[src/rtl/mdm_pkg.sv]
package mdm_pkg;
   localparam int ADDR_W  = 5;
   localparam int DATA_W  = 16;
   // start(2) + op(2) + phy + reg + turnaround(2) + data
   localparam int FRAME_W = 4 + 2 * ADDR_W + 2 + DATA_W;
   localparam int HDR_W   = 4 + 2 * ADDR_W;

   typedef enum logic [2:0] {
      ST_IDLE,
      ST_PRE,
      ST_SHIFT,
      ST_TA,
      ST_DATA,
      ST_FLUSH,
      ST_TAIL
   } mdm_state_e;
endpackage

[src/rtl/mdm_bit_timer.sv]
module mdm_bit_timer #(
   parameter int LO_CYC   = 13,
   parameter int HI_TX    = 13,
   parameter int HI_RX    = 18
) (
   input  logic clk,
   input  logic rst_n,
   input  logic run,
   input  logic rx_slot,
   output logic mdc,
   output logic bit_end
);
   localparam int MAXC = (LO_CYC > HI_TX) ? ((LO_CYC > HI_RX) ? LO_CYC : HI_RX)
                                          : ((HI_TX > HI_RX) ? HI_TX : HI_RX);
   localparam int TW = $clog2(MAXC + 1);

   logic [TW-1:0] cnt;
   logic          hi;
   logic [TW-1:0] hi_last;
   logic [TW-1:0] lo_last;

   assign lo_last = TW'(LO_CYC - 1);
   assign hi_last = rx_slot ? TW'(HI_RX - 1) : TW'(HI_TX - 1);
   assign bit_end = run && hi && (cnt == hi_last);
   assign mdc     = hi;

   always_ff @(posedge clk or negedge rst_n) begin
      if (!rst_n) begin
         hi  <= 1'b0;
         cnt <= '0;
      end else if (!run) begin
         hi  <= 1'b0;
         cnt <= '0;
      end else if (!hi) begin
         if (cnt == lo_last) begin
            hi  <= 1'b1;
            cnt <= '0;
         end else begin
            cnt <= cnt + 1'b1;
         end
      end else begin
         if (cnt == hi_last) begin
            hi  <= 1'b0;
            cnt <= '0;
         end else begin
            cnt <= cnt + 1'b1;
         end
      end
   end
endmodule

[src/rtl/mdm_frame_seq.sv]
module mdm_frame_seq
   import mdm_pkg::*;
#(
   parameter int PRE_LEN   = 32,
   parameter int FLUSH_LEN = 32
) (
   input  logic              clk,
   input  logic              rst_n,
   input  logic              req_valid,
   input  logic              req_read,
   input  logic [ADDR_W-1:0] req_phy,
   input  logic [ADDR_W-1:0] req_reg,
   input  logic [DATA_W-1:0] req_wdata,
   input  logic              bit_end,
   input  logic              rx_bit,
   output logic              req_ready,
   output logic              run,
   output logic              rx_slot,
   output logic              tx_bit,
   output logic              tx_en,
   output logic              done,
   output logic [DATA_W-1:0] rd_data
);
   localparam int CMAX0 = (PRE_LEN > FLUSH_LEN) ? PRE_LEN : FLUSH_LEN;
   localparam int CMAX  = (CMAX0 > FRAME_W) ? CMAX0 : FRAME_W;
   localparam int CW    = (CMAX > 1) ? $clog2(CMAX) : 1;
   localparam logic [CW-1:0] PRE_LAST   = CW'(PRE_LEN - 1);
   localparam logic [CW-1:0] FLUSH_LAST = CW'(FLUSH_LEN - 1);
   localparam logic [CW-1:0] HDR_LAST   = CW'(HDR_W - 1);
   localparam logic [CW-1:0] FRM_LAST   = CW'(FRAME_W - 1);
   localparam logic [CW-1:0] DAT_LAST   = CW'(DATA_W - 1);

   mdm_state_e          st;
   logic [CW-1:0]       cnt;
   logic                is_rd;
   logic [FRAME_W-1:0]  shreg;
   logic [DATA_W-1:0]   rsh;
   logic                done_q;
   logic [DATA_W-1:0]   rd_q;

   assign req_ready = (st == ST_IDLE);
   assign run       = (st != ST_IDLE);
   assign tx_en     = (st == ST_PRE) || (st == ST_SHIFT);
   assign tx_bit    = (st == ST_PRE) || ((st == ST_SHIFT) && shreg[FRAME_W-1]);
   assign rx_slot   = (st == ST_TA) || (st == ST_DATA) || (st == ST_FLUSH) || (st == ST_TAIL);
   assign done      = done_q;
   assign rd_data   = rd_q;

   always_ff @(posedge clk or negedge rst_n) begin
      if (!rst_n) begin
         st     <= ST_IDLE;
         cnt    <= '0;
         is_rd  <= 1'b0;
         shreg  <= '0;
         rsh    <= '0;
         done_q <= 1'b0;
         rd_q   <= '0;
      end else begin
         done_q <= 1'b0;
         case (st)
            ST_IDLE: if (req_valid) begin
               st    <= ST_PRE;
               cnt   <= '0;
               is_rd <= req_read;
               shreg <= {2'b01, req_read, ~req_read, req_phy, req_reg, 2'b10, req_wdata};
            end
            ST_PRE: if (bit_end) begin
               cnt <= cnt + 1'b1;
               if (cnt == PRE_LAST) begin
                  st  <= ST_SHIFT;
                  cnt <= '0;
               end
            end
            ST_SHIFT: if (bit_end) begin
               shreg <= {shreg[FRAME_W-2:0], 1'b0};
               cnt   <= cnt + 1'b1;
               if (cnt == (is_rd ? HDR_LAST : FRM_LAST)) begin
                  st  <= is_rd ? ST_TA : ST_TAIL;
                  cnt <= '0;
               end
            end
            ST_TA: if (bit_end) begin
               st  <= rx_bit ? ST_FLUSH : ST_DATA;
               cnt <= '0;
            end
            ST_DATA: if (bit_end) begin
               rsh <= {rsh[DATA_W-2:0], rx_bit};
               cnt <= cnt + 1'b1;
               if (cnt == DAT_LAST) begin
                  st  <= ST_TAIL;
                  cnt <= '0;
               end
            end
            ST_FLUSH: if (bit_end) begin
               cnt <= cnt + 1'b1;
               if (cnt == FLUSH_LAST) begin
                  st     <= ST_IDLE;
                  done_q <= 1'b1;
                  rd_q   <= '1;
               end
            end
            ST_TAIL: if (bit_end) begin
               st     <= ST_IDLE;
               done_q <= 1'b1;
               rd_q   <= is_rd ? rsh : '0;
            end
            default: st <= ST_IDLE;
         endcase
      end
   end
endmodule

[src/rtl/mdio_mgmt_master.sv]
module mdio_mgmt_master
   import mdm_pkg::*;
#(
   parameter int CLK_HZ      = 50_000_000,
   parameter int HALF_NS     = 250,
   parameter int RX_HI_NS    = 350,
   parameter int PRE_LEN     = 32,
   parameter int FLUSH_LEN   = 32,
   parameter int SYNC_STAGES = 2
) (
   input  logic              clk,
   input  logic              rst_n,
   input  logic              req_valid,
   output logic              req_ready,
   input  logic              req_read,
   input  logic [ADDR_W-1:0] req_phy,
   input  logic [ADDR_W-1:0] req_reg,
   input  logic [DATA_W-1:0] req_wdata,
   output logic              done,
   output logic [DATA_W-1:0] rd_data,
   output logic              busy,
   output logic              mdc,
   output logic              mdio_o,
   output logic              mdio_oe,
   input  logic              mdio_i
);
   localparam int KHZ      = CLK_HZ / 1000;
   localparam int HALF_CYC = (HALF_NS * KHZ + 999_999) / 1_000_000;
   localparam int RDHI_CYC = (RX_HI_NS * KHZ + 999_999) / 1_000_000;

   if (HALF_CYC < 1) begin : g_bad_clk
      $error("clock too slow or phase length zero");
   end
   if (RDHI_CYC <= SYNC_STAGES) begin : g_bad_sync
      $error("receive high phase shorter than input synchronizer");
   end
   if (PRE_LEN < 1 || FLUSH_LEN < 1) begin : g_bad_len
      $error("preamble and flush lengths must be positive");
   end

   logic run, rx_slot, bit_end, rx_bit, tx_bit, tx_en;

   if (SYNC_STAGES == 0) begin : g_nosync
      assign rx_bit = mdio_i;
   end else begin : g_sync
      logic [SYNC_STAGES-1:0] sq;
      always_ff @(posedge clk or negedge rst_n) begin
         if (!rst_n) sq <= '1;
         else        sq <= (sq << 1) | SYNC_STAGES'(mdio_i);
      end
      assign rx_bit = sq[SYNC_STAGES-1];
   end

   mdm_bit_timer #(
      .LO_CYC (HALF_CYC),
      .HI_TX  (HALF_CYC),
      .HI_RX  (RDHI_CYC)
   ) u_timer (
      .clk     (clk),
      .rst_n   (rst_n),
      .run     (run),
      .rx_slot (rx_slot),
      .mdc     (mdc),
      .bit_end (bit_end)
   );

   mdm_frame_seq #(
      .PRE_LEN   (PRE_LEN),
      .FLUSH_LEN (FLUSH_LEN)
   ) u_seq (
      .clk       (clk),
      .rst_n     (rst_n),
      .req_valid (req_valid),
      .req_read  (req_read),
      .req_phy   (req_phy),
      .req_reg   (req_reg),
      .req_wdata (req_wdata),
      .bit_end   (bit_end),
      .rx_bit    (rx_bit),
      .req_ready (req_ready),
      .run       (run),
      .rx_slot   (rx_slot),
      .tx_bit    (tx_bit),
      .tx_en     (tx_en),
      .done      (done),
      .rd_data   (rd_data)
   );

   assign busy    = run;
   assign mdio_o  = tx_bit;
   assign mdio_oe = tx_en;
endmodule

[config.mk]
export PLATFORM = sky130hd
export DESIGN_NAME = mdio_mgmt_master
export DESIGN_NICKNAME = d
export VERILOG_FILES = /design/src/rtl/mdm_pkg.sv /design/src/rtl/mdm_bit_timer.sv /design/src/rtl/mdm_frame_seq.sv /design/src/rtl/mdio_mgmt_master.sv
export SDC_FILE = /design/constraint.sdc
export NUM_CORES = 1
export LEC_CHECK = 0
export ABC_AREA = 1
export BUFFER_PORTS_ARGS = -buffer_cell sky130_fd_sc_hd__clkbuf_2
export CORE_ASPECT_RATIO = 1.25
export CORE_UTILIZATION = 52
export DETAILED_ROUTE_END_ITERATION = 10
export PLACE_DENSITY = 0.81
export SYNTH_ARGS = -nofsm -noshare
export SYNTH_HDL_FRONTEND = slang
export SYNTH_SLANG_ARGS = --single-unit
[constraint.sdc]
create_clock -name clk -period 1.65 [get_ports clk]
set_input_delay 0 -clock clk [delete_from_list [all_inputs] [get_ports clk]]
set_output_delay 0 -clock clk [all_outputs]
set_load 0.1 [all_outputs]
==> results of run 1 <==
[state kept, by name, indices dropped and copies added, names as in the netlist]
name / count
g_sync.sq: 2
u_seq.done: 1
u_seq.rd_data: 16
u_timer.mdc: 1
u_seq.shreg: 32
u_seq.is_rd: 1
u_seq.rsh: 16
u_timer.cnt: 5
u_seq.cnt: 5
u_seq.st: 3
[cell type report]
class / count / area share
multi-input combinational: 341 / 0.359
sequential: 82 / 0.334
timing repair buffer: 147 / 0.224
inverter: 48 / 0.0316
clock buffer: 9 / 0.0201
tap: 92 / 0.0186
clock inverter: 7 / 0.0128
[worst min path at each step]
stage / startpoint / endpoint / depth (start not counted)
global route: req_wdata[5] / u_seq.shreg[5] / 5
finish: req_wdata[5] / u_seq.shreg[5] / 5
floorplan: rst_n / u_seq.cnt[0] / 0
CTS: req_wdata[5] / u_seq.shreg[5] / 5
global placement: rst_n / u_seq.rd_data[2] / 1
detailed placement: rst_n / u_seq.rd_data[3] / 1
[cell usage in the layout (no fill, tap or decap), types with 3 or more instances in the layout]
cell / n
o211ai_1: 3
xor2_1: 3
buf_6: 18
nand2_8: 8
buf_4: 35
nand3_1: 28
nand2_4: 21
nor2_1: 18
nand3_2: 9
inv_1: 39
clkbuf_8: 9
o21ai_2: 21
nand3_4: 3
inv_2: 6
clkbuf_2: 47
clkbuf_16: 6
nand2_1: 85
o21ai_0: 29
dlygate4sd3_1: 28
nor2_4: 5
ha_1: 4
buf_12: 12
a21oi_1: 20
nand2_2: 42
dfrtp_2: 3
dfrtp_1: 76
o21ai_1: 29
[layer usage]
metal  global-route usage  wire [um]  vias up
met4                0.176        978        0
met2                0.520       7690      294
li1                     -          -     1859
met3               0.0618        992       98
met5                    0          0        -
met1                0.323       4880     2139
[power by group]
| part | internal [mW] | total, mW | switching, mW | leakage [nW] |
|---|---|---|---|---|
| clock | 0.712 | 1.56 | 0.849 | 0.0973 |
| sequential | 2.49 | 2.83 | 0.339 | 1.07 |
| combinational | 2.12 | 5.21 | 3.09 | 1.85 |
| total | 5.32 | 9.60 | 4.28 | 3.03 |
[metrics by stage]
| step | area (um^2) | cells |
|---|---|---|
| 5_1_grt | 6180 | 726 |
| 3_5_place_dp | 4670 | 647 |
| 3_3_place_gp | 4670 | 647 |
| 2_1_floorplan | 4050 | 487 |
| 4_1_cts | 5580 | 708 |
| 6_report | 6180 | 726 |
[worst max-delay path, delay by kind of cell (launching register included)]
kind                   cells  cell delay [ps]
AOI/OAI and AO/OA          1              100
buffers and inverters      5              690
DFF                        1              480
and+or+nand+nor            4              650
[cell families (layout without fill, tap and decap cells)]
logic type / count (synthesis) / count (layout)
AO/OA/AOI/OAI: 104 / 104
flip-flops: 82 / 82
adder cells (fa/ha/maj): 6 / 6
XOR/XNOR: 5 / 5
AND/OR/NAND/NOR: 219 / 226
buffers and inverters: 71 / 211
[Yosys cell counts]
library cell  instances  area, um^2
nand2_4               1        11.3
a21oi_1              20         100
nor2_1               21        78.8
clkbuf_1             11        41.3
nand3_1              38         190
nor2_2                1        6.26
xor2_1                3        26.3
o21ai_1              22         110
inv_2                 4        15.0
o211ai_1              3        22.5
clkinv_1              1        3.75
xnor2_1               2        17.5
nand4_4               1        21.3
nand2_2               3        18.8
or2_2                 2        12.5
o22ai_1               1        6.26
buf_2                 2        10.0
dfstp_2               2        52.6
buf_6                 4        45.0
buf_4                 6        45.0
o21ai_0              58         290
nand2_1             145         544
dfrtp_1              80        2000
nor3_1                1        5.00
ha_1                  6        75.1
nor2_4                2        22.5
nor2_8                1        20.0
nor3b_1               1        7.51
nand3_4               2        35.0
inv_1                43         161
[timing repair]
action                                 CTS  global route
gates resized for setup                 76           118
endpoints found under the hold margin  110             0
pin swaps                               17            29
gates cloned                             5             9
setup endpoints to repair               82            83
hold buffers                            28             0
setup buffers                           12            11
==> out/qor.csv, run 1 <==
metric,value,unit
status,finished with violations,
violations,negative setup slack,
drt_iter0_markers,352,
seq_area,2060,um^2
slowest_delay,480,ps
total_power,9.60,mW
areaGrowthSynthToFinish,54.5,%
ff2ff_setup_slack,-350,ps
worstReg2RegStart,u_seq.st[2],
tns,-21070,ps
layout-drive-gt1-share,0.423,
rr_worst_depth,10,
cp_common_cell,buf_6,
cts_num_sinks,82,
drt_pass1_iterations,5,
startpoint,u_seq.st[2],
cts_made_buffers,9,
hold_path.class,input pin to register,
synth_compound_area_frac,0.132,
grt_pass1_wl,18100,um
port_buffers,52,
grt_max_degree,37,
drc_errors,0,
setup_ws,-350,ps
fp.dieW,80.4,um
htreeDepth,3,
worstPathArrival,2300,ps
viasPerCell,6.05,
synth_top_family_by_area,simple AND/OR/NAND/NOR gates,
track_usage,0.296,
antenna_found_initial,0,
finalCritPeriodShare,1.21,
clock_latency,380,ps
synth-seq-area-share,0.514,
grt.overflow.total,0,
worst_pin_slew,554,ps
setup.worst_path.class,register to register,
crit_path_start_kind,register,
multi_input_area,2210,um^2
cap_violations,0,
yosysUniqueCellTypes,30,
synth_xor_xnor_area_share,0.0110,
syn-cell-area,4000,um^2
fill_cells,330,
finalCriticalPeriod,2000,ps
antenna_left,0,
die_area,8040,um^2
synth_cells,487,
place_hpwl,5940,um
ys_warn_count,0,
wl_per_cell,20.0,um
powerDensity,1550,nW/um^2
slew_viol_final,0,
start_util,0.540,
synth_adder_area_share,0.0188,
whs,8.55,ps
endpoint,u_seq.shreg[27],
p_leak,3.03,nW
required,1950,ps
dp_slack,-210,ps
crit_slowest_cell,dfrtp_2,
rsz0062_at_grt,yes,
max_freq,500,MHz
nNetsFinal,666,
clk_path_buf_depth,2,
synth-simple-area-share,0.244,
grt_pass1_vias,4047,
fp-row-count,35,
clk_pin_slew,90,ps
vias,4390,
hold_viol,0,
postLayoutCoreUtil,0.834,
critPathMaxFanout,6,
gp_congestion,0.996,
relSlewSlack,0.632,
finClkSkew,14.6,ps
syn_avg_cell_area,8.21,um^2
die_h,100,um
drt-total-wl,14500,um
cts_root_buf,clkbuf_8,
diodes,0,
ir_worst_vdd,1.30,mV
critPathCaptureType,register,
cts_tree,yes,
core_area,7400,um^2
ys_ff_latch,82,
path_cells,buf_6 > buf_6 > nor3_4 > buf_6 > buf_6 > nand4_4 > nand2_8 > clkbuf_16 > nand2_1 > o21ai_1,
syn_nets,524,
setup_violations,82,
synthMuxAreaShare,0,
pin_count,53,
rr_endpoint,u_seq.shreg[27],
Note: power is estimated with default switching activity, not from simulation.
==> inputs of run 2 (changes only) <==
--- a/config.mk
+++ b/config.mk
@@ -6,11 +6,12 @@
 export NUM_CORES = 1
 export LEC_CHECK = 0
 export ABC_AREA = 1
-export BUFFER_PORTS_ARGS = -buffer_cell sky130_fd_sc_hd__clkbuf_2
 export CORE_ASPECT_RATIO = 1.25
-export CORE_UTILIZATION = 52
+export CORE_UTILIZATION = 57
+export CTS_CLUSTER_SIZE = 28
 export DETAILED_ROUTE_END_ITERATION = 10
-export PLACE_DENSITY = 0.81
+export DONT_BUFFER_PORTS = 1
+export PLACE_DENSITY = 0.72
 export SYNTH_ARGS = -nofsm -noshare
 export SYNTH_HDL_FRONTEND = slang
 export SYNTH_SLANG_ARGS = --single-unit
==> run 2 against run 1 <==
Compared with the run above:
- the run ends with negative hold slack, negative setup slack left
- largest power group unchanged
- cell area fell by 6.4%
- wire length fell by 14%
- combinational power shrank 12%
- global-route usage grew 0.61 points
- setup slack gained 110 ps
- hold slack lost 690 ps
==> out/qor.csv, run 2 (synthesis results as in run 1) <==
metric,value,unit,change
status,finished with violations,,
violations,"negative hold slack, negative setup slack",,
grt.overflow.total,0,,unchanged
drt_iter0_markers,255,,-28%
whs,-685,ps,-694 ps
hold_viol,82,,+82
grt_pass1_vias,3821,,-5.6%
layout-drive-gt1-share,0.346,,-0.0765
final_common_cell,nand2_1,,
finalCriticalPeriod,1890,ps,-106 ps
worstPathArrival,2140,ps,-160 ps
wl_per_cell,18.4,um,-8.3%
htreeDepth,3,,unchanged
antenna_found_initial,0,,unchanged
p_leak,2.80,nW,-7.5%
critPathMaxFanout,9,,+3
relSlewSlack,0.738,,+0.105
largest_reg_flops,32,,unchanged
crit_path_start_kind,register,,
areaGrowthSynthToFinish,44.6,%,
layout_common_cells,"104 x nand2_1, 76 x dfrtp_1, 56 x buf_4",,
cpLargestDelayFamily,simple AND/OR/NAND/NOR gates,,
setup_ws,-244,ps,+106 ps
critPathCaptureType,register,,
cts_tree,yes,,
drc_errors,0,,unchanged
cts_root_buf,clkbuf_8,,
clk_pin_slew,90,ps,about the same
port_buffers,0,,-100%
fp.dieW,76.9,um,-4.4%
ir_worst_vdd,1.73,mV,+33%
vias,3988,,-9.2%
cp_num_buf_inv,2,,-3
setup.worst_path.class,register to register,,
start_util,0.598,,+0.0575
viasPerCell,5.85,,-3.3%
core_area,6690,um^2,-9.6%
hold_path.class,input pin to asynchronous set/reset pin,,
required,1890,ps,-60 ps
cts.hold.buffers_added,28,,unchanged
grt_pass1_wl,17100,um,-5.7%
cts_made_buffers,9,,unchanged
place_inst,609,,-5.9%
track_usage,0.302,,+0.00610
nNetsFinal,627,,-5.9%
crit_slowest_cell,dfrtp_2,,
die_h,95.6,um,-4.4%
grt_max_degree,83,,+120%
drt-total-wl,12500,um,-14%
setup_violations,81,,-1.2%
cap_violations,0,,unchanged
cts_num_sinks,82,,unchanged
clock_latency,370,ps,about the same
worst_pin_slew,390,ps,-165 ps
postLayoutCoreUtil,0.864,,+0.0297
final_cells,682,,-6.1%
finalCritPeriodShare,1.15,,-0.0643
fp-row-count,33,,-5.7%
path_cells,nor2_4 > nand2_2 > nand2_2 > nor2_1 > nand2_1 > nand2_2 > buf_4 > nand4_4 > nand2_8 > buf_12 > o21ai_0 > nand2_1,,
clk_path_buf_depth,2,,unchanged
finClkSkew,10.7,ps,-3.82 ps
slowest_delay,500,ps,+20 ps
antenna_left,0,,unchanged
slew_viol_final,0,,unchanged
powerDensity,1540,nW/um^2,-0.66%
place_hpwl,5590,um,-5.9%
drt_pass1_iterations,9,,+4
pin_count,53,,unchanged
cp_common_cell,nand2_2,,
gp_congestion,0.914,,-8.2%
max_freq,528,MHz,+5.6%
diodes,0,,unchanged
max_flop_register,u_seq.shreg,,
die_area,7350,um^2,-8.6%
ff2ff_setup_slack,-240,ps,+110 ps
rsz0062_at_grt,yes,,
==> run 2: path summary, 6_finish.rpt <==
kind,from,end,cells past startpoint
min reg2reg,g_sync.sq[0],g_sync.sq[1],0
max,u_seq.st[1],u_seq.shreg[30],12
min in group clk,req_valid,u_seq.is_rd,4
max in group asynchronous,rst_n,g_sync.sq[0],0
min,rst_n,u_seq.rd_data[3],0
max reg2reg,u_seq.st[1],u_seq.shreg[30],12
==> run 2: layout make-up <==
cell class                      instances  area (um^2)
Clock buffer                           10          138
Inverter                               48          189
Clock inverter                          6         72.6
Multi-Input combinational cell        339         2070
Sequential cell                        82         2060
Tap cell                               87          109
Fill cell                             326          908
Timing Repair Buffer                  110         1140
==> run 2: worst reg2reg max path, delay by kind of cell (launching register included) <==
| family | cells | cell delay [ps] |
|---|---|---|
| and+or+nand+nor | 9 | 850 |
| DFF | 1 | 500 |
| buffers and inverters | 2 | 320 |
| AOI/OAI and AO/OA | 1 | 110 |
==> run 2: per-layer routing <==
metal / GRT usage / vias up / wire length [um]
met5: 0 / - / 0
met4: 0.175 / 0 / 545
met3: 0.0421 / 53 / 768
met2: 0.542 / 217 / 6660
met1: 0.346 / 1932 / 4560
li1: - / 1786 / -
==> run 2: timing repair <==
| item | 4_1_cts | 5_1_grt |
|---|---|---|
| resized for setup | 79 | 70 |
| pin swaps | 26 | 27 |
| setup endpoints to repair | 81 | 83 |
| gates cloned | 6 | 6 |
| setup buffers | 11 | 7 |
| hold endpoints to repair | 112 | 82 |
==> run 2: stage by stage <==
step	total power [mW]	worst slack, ps	setup TNS (ps)	hold slack, ps	instance area (um^2)
5_1_grt	9.33	-349	-16860	-695	5780
2_1_floorplan	5.01	-593	-28570	-296	4050
3_5_place_dp	5.95	-264	-10460	-294	4480
6_report	8.93	-244	-11090	-685	5780
4_1_cts	8.18	-89.6	-4830	-695	5390
3_3_place_gp	5.85	-143	-4950	-293	4480
==> run 2: power by group <==
group	total, mW	switching [mW]	internal, mW
sequential	2.82	0.328	2.49
combinational	4.56	2.78	1.78
clock	1.54	0.788	0.756
total	8.93	3.90	5.03
